File: src/rtl/sram_burst_ctl_pkg.sv
package sram_burst_ctl_pkg;
  typedef enum logic [1:0] {
    CMD_DESEL = 2'b00,
    CMD_READ  = 2'b01,
    CMD_WRITE = 2'b10,
    CMD_CONT  = 2'b11
  } cmd_e;
endpackage

File: src/rtl/bank_decode.sv
module bank_decode #(
  parameter int NB = 2
) (
  input  logic          prim_ni,
  input  logic [NB-1:0] en_i,
  input  logic [NB-1:0] pol_i,
  output logic          sel_o,
  output logic          prog_off_o
);
  logic [NB-1:0] act;

  for (genvar k = 0; k < NB; k++) begin : g_bit
    // strap high: active-high enable; strap low: active-low enable
    assign act[k] = ~(en_i[k] ^ pol_i[k]);
  end

  assign prog_off_o = ~&act;
  assign sel_o      = ~prim_ni & (&act);
endmodule

File: src/rtl/burst_seq.sv
module burst_seq #(
  parameter int AW = 18,
  parameter int LW = 2
) (
  input  logic          clk_i,
  input  logic          rst_ni,
  input  logic          load_i,
  input  logic          step_i,
  input  logic          close_i,
  input  logic          rd_i,
  input  logic [AW-1:0] addr_i,
  output logic [AW-1:0] addr_o,
  output logic          open_o,
  output logic          rd_burst_o
);
  localparam int UW = AW - LW;

  logic [AW-1:0] base_q;
  logic [LW-1:0] cnt_q;
  logic          open_q;
  logic          rd_q;

  always_ff @(posedge clk_i or negedge rst_ni) begin
    if (!rst_ni) begin
      base_q <= '0;
      cnt_q  <= '0;
      open_q <= 1'b0;
      rd_q   <= 1'b0;
    end else if (load_i) begin
      base_q <= addr_i;
      cnt_q  <= '0;
      open_q <= 1'b1;
      rd_q   <= rd_i;
    end else if (step_i && open_q) begin
      cnt_q  <= cnt_q + LW'(1);
    end else if (close_i) begin
      open_q <= 1'b0;
    end
  end

  // linear order: low bits add the count and wrap; the upper bits stay put
  logic [LW-1:0] low;
  assign low        = base_q[LW-1:0] + cnt_q;
  assign addr_o     = {base_q[AW-1:LW], low};
  assign open_o     = open_q;
  assign rd_burst_o = rd_q;

  logic [UW-1:0] unused_chk;
  assign unused_chk = base_q[AW-1:LW];
endmodule

File: src/rtl/sram_burst_ctl.sv
module sram_burst_ctl
  import sram_burst_ctl_pkg::*;
#(
  parameter int AW = 18,
  parameter int LW = 2,
  parameter int NB = 2
) (
  input  logic          clk_i,
  input  logic          rst_ni,
  input  logic [1:0]    cmd_i,
  input  logic [AW-1:0] addr_i,
  input  logic          sel_ni,
  input  logic [NB-1:0] bank_en_i,
  input  logic [NB-1:0] bank_pol_i,
  output logic [AW-1:0] addr_o,
  output logic          rd_oe_o,
  output logic          cq_oe_o
);
  logic sel, prog_off;
  logic load, step, close_b;
  logic burst_open, rd_burst;
  cmd_e cmd;

  assign cmd = cmd_e'(cmd_i);

  bank_decode #(.NB(NB)) u_dec (
    .prim_ni    (sel_ni),
    .en_i       (bank_en_i),
    .pol_i      (bank_pol_i),
    .sel_o      (sel),
    .prog_off_o (prog_off)
  );

  assign load    = sel && (cmd == CMD_READ || cmd == CMD_WRITE);
  assign step    = sel && (cmd == CMD_CONT) && burst_open;
  assign close_b = (cmd != CMD_CONT) && !load;

  burst_seq #(.AW(AW), .LW(LW)) u_seq (
    .clk_i      (clk_i),
    .rst_ni     (rst_ni),
    .load_i     (load),
    .step_i     (step),
    .close_i    (close_b),
    .rd_i       (cmd == CMD_READ),
    .addr_i     (addr_i),
    .addr_o     (addr_o),
    .open_o     (burst_open),
    .rd_burst_o (rd_burst)
  );

  always_ff @(posedge clk_i or negedge rst_ni) begin
    if (!rst_ni) begin
      rd_oe_o <= 1'b0;
      cq_oe_o <= 1'b1;
    end else begin
      rd_oe_o <= (load && cmd == CMD_READ) || (step && rd_burst);
      cq_oe_o <= !prog_off;
    end
  end
endmodule

File: config.mk
export PLATFORM = sky130hd
export DESIGN_NAME = sram_burst_ctl
export DESIGN_NICKNAME = d
export VERILOG_FILES = /design/src/rtl/sram_burst_ctl_pkg.sv /design/src/rtl/bank_decode.sv /design/src/rtl/burst_seq.sv /design/src/rtl/sram_burst_ctl.sv
export SDC_FILE = /design/constraint.sdc
export NUM_CORES = 1
export LEC_CHECK = 0
export ABC_AREA = 1
export BUFFER_PORTS_ARGS = -buffer_cell sky130_fd_sc_hd__buf_2
export CAP_MARGIN = 20
export CORE_ASPECT_RATIO = 0.75
export CORE_MARGIN = 5
export CORE_UTILIZATION = 45
export DETAILED_ROUTE_END_ITERATION = 10
export GPL_TIMING_DRIVEN = 0
export PLACE_DENSITY = 0.77
export SLEW_MARGIN = 20
export SYNTH_ARGS = -nofsm -noshare
export SYNTH_HDL_FRONTEND = slang
export SYNTH_HIERARCHICAL = 1
export SYNTH_SLANG_ARGS = --single-unit
File: constraint.sdc
create_clock -name clk_i -period 1.3 [get_ports clk_i]
set_input_delay 0.195 -clock clk_i [delete_from_list [all_inputs] [get_ports clk_i]]
set_output_delay 0.195 -clock clk_i [all_outputs]
set_load 0.1 [all_outputs]
Word-level counts from Yosys, hierarchy flattened --
Index checks and enable logic that the tools add are counted.
Word-level totals: memories kept 0, memory bits (read-only) 0, input port bits 27, flip-flop bits (word level) 24, logic and storage cells 38, bits in latches 0, bits in writable memories 0
Operators by class: $mul 0, bitwise logic cells 6, eq/ne operators 5, $add $sub $neg 2, muxes and demuxes 5, reduce and logical (&&, ||, !) cells 14, order comparisons 0, divide/modulo/power cells 0, shift operators 0
Operator list (number):
- 1-bit logical AND | 7
- 2-bit == test, second input constant | 2
- 2-bit 2-to-1 mux | 2
- 2-bit != test, second input constant | 2
- 2-bit AND reduction | 2
- 2-bit nonzero test | 2
- 1-bit 2-to-1 mux | 3
- 1-bit NOT | 3
- 2-bit by 1-bit adder with 2-bit output, second input constant | 1
- 2-bit adder | 1
- 2-bit by 1-bit == test with 1-bit output, second input constant | 1
- 1-bit logical OR | 2
- 1-bit bitwise XOR | 2
- 1-bit bitwise AND | 1
- 1-bit logical NOT | 1

Depth between registers and ports, before layout --
depth after elaboration 10, mapped depth 11, mapped depth without buffers 10

Cells and area by module --
Netlist, hierarchy kept.
By module, submodules not included:
- burst_seq | sequential area each 550.5 µm², cells each 120, instances 1, area an instance 1021.0 µm²
- sram_burst_ctl | sequential area each 51.3 µm², cells each 15, instances 1, area an instance 135.1 µm²
- bank_decode | sequential area each 0.0 µm², cells each 8, instances 1, area an instance 37.5 µm²

Worst setup path after synthesis --
Ideal clock, no wire load.
path kind flip-flop to output port, start register u_seq.cnt_q[0], end output addr_o[1], arrival 1.306 ns, slack -0.201 ns, cell stages (with the launch flop) 5, buffers on the path 0, required time 1.105 ns, cell sequence dfrtp_1 > ha_1 > inv_1 > nand2_1 > nand2_1
On the way: word-level cells in the longest chain between the ends 1
Ends and longest elaborated chain:
- from (decl) | line burst_seq.sv:19 | logic [LW-1:0] cnt_q;
- from (signal assigned) | line burst_seq.sv:35 | cnt_q <= cnt_q + LW'(1);
- 2-bit adder | line burst_seq.sv:43 | assign low = base_q[LW-1:0] + cnt_q;
- to (decl) | line sram_burst_ctl.sv:15 | output logic [AW-1:0] addr_o,
Every way passes these cells.

Worst setup path in the final report --
start register u_seq.base_q[0], end output addr_o[1]
On the way: word-level cells in the longest chain between the ends 1
Ends and longest elaborated chain:
- from (decl) | line burst_seq.sv:18 | logic [AW-1:0] base_q;
- from (signal assigned) | line burst_seq.sv:30 | base_q <= addr_i;
- 2-bit adder | line burst_seq.sv:43
Every way passes these cells.

==> reports/results.ini <==
[cts]
cts_buffers = 3
cts_root_buffer = clkbuf_4
clock-sinks = 24
clock_latency_ns = 0.31
htreeDepth = 1
cts_tree = done
clk_path_buf_depth = 2
clk_pin_slew_worst_paths_ns = 0.12

[placement]
place.gp.congestion = 0.7234
port_buffers = 46
hpwl_mm = 1.934
placed_cell_area_mm2 = 0.001474
dpl.cell_count = 225

[sta]
hold_violations = 0
finalCritPeriodShare = 1.117
finalCriticalPeriod_ns = 1.452
fmax_mhz = 688.8
maxSlewHeadroom = 0.6546
setup_slack_ns = -0.1518
grt_setup_unrepaired = true
fin_skew_ns = 0.009508
drv_slew = 0
tightest_slew_ns = 0.5181
setup_viol = 2

[logic_synthesis]
synth_edf_count = 0
syn_nets = 174
synth_cells = 143
synthTopCellsByCount = 70 x nand2_1, 23 x dfrtp_1, 18 x buf_4, 10 x inv_1, 4 x ha_1
synth.distinct_cells = 17
synth_area_leaders = dfrtp_1 48%, nand2_1 22%, buf_4 11%, ha_1 4.2%, inv_1 3.1%
synth_warnings = 6
synthArstFlopShare = 1.000
synth_most_common_cell = nand2_1
yosysTopAreaCell = dfrtp_1
avgSynthCellArea_um2 = 8.347
yosysTopAreaCellShare = 0.4822
ys.flop_type = dfrtp_1
synth_seq_cells = 24
yosysSeqAreaShare = 0.5042
synth_area_mm2 = 0.001194

[global_route]
grtUsageMet3 = 0.06422
grt_start_max_net_pins = 25
overflow = 0
grt_usage = 0.1438
gr-max-usage-layer = met2
antenna_found_initial = 0
use_met1 = 0.1380
grt_pass1_vias = 1058
grtUsageMet2 = 0.2911
grt_first_pass_wirelength_mm = 4.243

[layout]
n_antenna_cell = 0
n_fill_cell = 207
multiInputGateArea_um2 = 417.9
fin_area_mm2 = 0.001662
syn_to_final_growth_pct = 39.20
fin_nets = 228
seqCellArea_um2 = 601.8
layout-drive-gt1-share = 0.4337
fin_cells = 232

[floorplanning]
die_w_um = 69.47
start_util = 0.4622
die_area_mm2 = 0.003793
pin_count = 47
fp.coreArea_mm2 = 0.002582
chipHeight_um = 54.61
row_count = 16

[route]
dr.pass1.iters = 4
vias = 1023
vias_per_cell = 4.409
route.detailed.drc = 0
ant_nets = 0
drt_iter0_markers = 22
wl_mm = 2.592
wl_per_cell_um = 11.17

[setup_path]
critPathRequiredTime_ns = 1.11
crit_type = flop to primary output
cp-start-kind = flop
endpoint_kind = primary output
cp_cell_sequence = ha_4 -> nand3_1 -> nand2_2 -> buf_12
arrival_ns = 1.26
crit_path_max_incr_delay_ns = 0.43
critPathMaxFanout = 2
critPathSlowestCell = dfrtp_1

[pwr]
p_leak_nw = 0.9568
p_sw_frac = 0.5302
power.share.clock = 0.087
netSwitchingPower_mw = 1.942
combPwrFrac = 0.629
p_seq_frac = 0.284
p_per_area_mw_per_mm2 = 2204
power_mw = 3.662
peakVddDrop_v = 0.001336
internal_power_mw = 1.720

[min_path]
hold_path_class = primary input to flop

[outcome]
violations = negative setup slack
status = complete, but fails checks

[flow_run]
drv_cap = 0

## what timing repair did
action | in CTS | in global routing
buffers inserted | 2 | 0
endpoints found under the hold margin | 23 | 0
gates cloned | 0 | 0
setup endpoints to repair | 19 | 13
resized for setup | 26 | 19
hold buffers | 1 | 0
pin swaps | 3 | 2
## flip-flops by register name, indices dropped and copies added, names as in the netlist
register and cells:
u_seq/base_q 18, u_seq/cnt_q 2, cq_oe_o 1, rd_oe_o 1
u_seq/open_o 1, u_seq/rd_burst_o 1
## power groups by stage
stage / combinational, mW / sequential (mW) / clock (mW)
5_1_grt: 2.40 / 1.06 / 0.367
2_1_floorplan: 1.73 / 1.04 / 0
3_5_place_dp: 2.00 / 1.05 / 0
3_3_place_gp: 1.97 / 1.03 / 0
6_report: 2.30 / 1.04 / 0.319
4_1_cts: 2.22 / 1.03 / 0.340
## metal layers
layer | share of wire | vias to the layer above
met3 | 0.089 | 4
li1 | - | 520
met4 | 0.014 | 0
met1 | 0.36 | 461
met5 | 0 | -
met2 | 0.53 | 38
## final timing paths
path	to	start	slack, ns	depth (start not counted)
max	addr_o[1]	u_seq/base_q[0]	-0.15	4
min	u_seq/base_q[0]	addr_i[0]	0.08	3
max reg2reg	u_seq/cnt_q[1]	u_seq/open_o	0.18	5
min reg2reg	u_seq/base_q[15]	u_seq/base_q[15]	0.49	2
max in group asynchronous	cq_oe_o	rst_ni	0.56	2
min in group asynchronous	u_seq/base_q[3]	rst_ni	0.38	2
## logic make-up (layout without fill, tap and decap cells)
family | after synthesis | after routing | share of synthesized area
AND/OR/NAND/NOR | 80 | 80 | 0.2652
buffers and inverters | 31 | 84 | 0.1667
adder cells (fa/ha/maj) | 4 | 4 | 0.04193
flip-flops | 24 | 24 | 0.5042
AO/OA/AOI/OAI | 3 | 3 | 0.01467
XOR/XNOR | 1 | 1 | 0.007339
## worst max-delay path, delay by kind of cell, from the launching register on
| kind | cells | cell delay (ns) |
|---|---|---|
| adder cells (fa/ha/maj) | 1 | 0.18 |
| buffers and inverters | 1 | 0.16 |
| flip-flops | 1 | 0.43 |
| AND/OR/NAND/NOR | 2 | 0.17 |
## layout make-up
| cell class | instances | area share |
|---|---|---|
| plain buffers | 20 | 0.09488 |
| inverters | 11 | 0.02485 |
| flip-flops and latches | 24 | 0.3622 |
| clock buffers | 4 | 0.01581 |
| multi-input cells | 88 | 0.2515 |
| well taps | 36 | 0.02711 |
| repair buffers | 49 | 0.2236 |
## per-stage QoR
| step | utilization | hold WS, ns | setup WS, ns | setup TNS, ns |
|---|---|---|---|---|
| after floorplan | - | -0.1006 | 0.07018 | 0 |
| after global placement | 0.5707 | 0.1917 | -0.03594 | -0.7009 |
| after detailed placement | 0.5707 | 0.2037 | -0.07257 | -1.164 |
| after CTS | 0.6202 | 0.06276 | -0.1646 | -0.3115 |
| after global routing | 0.6434 | 0.07332 | -0.2148 | -0.3443 |
| final | 0.6434 | 0.07737 | -0.1518 | -0.2389 |
## cells in the final DEF, fill, tap and decap left out, types with 3 or more instances in the layout
cell type	netlist	routed
dfrtp_1	23	23
buf_2	0	26
inv_2	1	4
inv_1	10	7
buf_4	18	27
nor2_1	3	3
ha_1	4	3
nand2_1	70	65
clkbuf_4	0	4
nand2_2	0	5
buf_6	2	11
No activity file was read; power rests on OpenSTA's default activity.
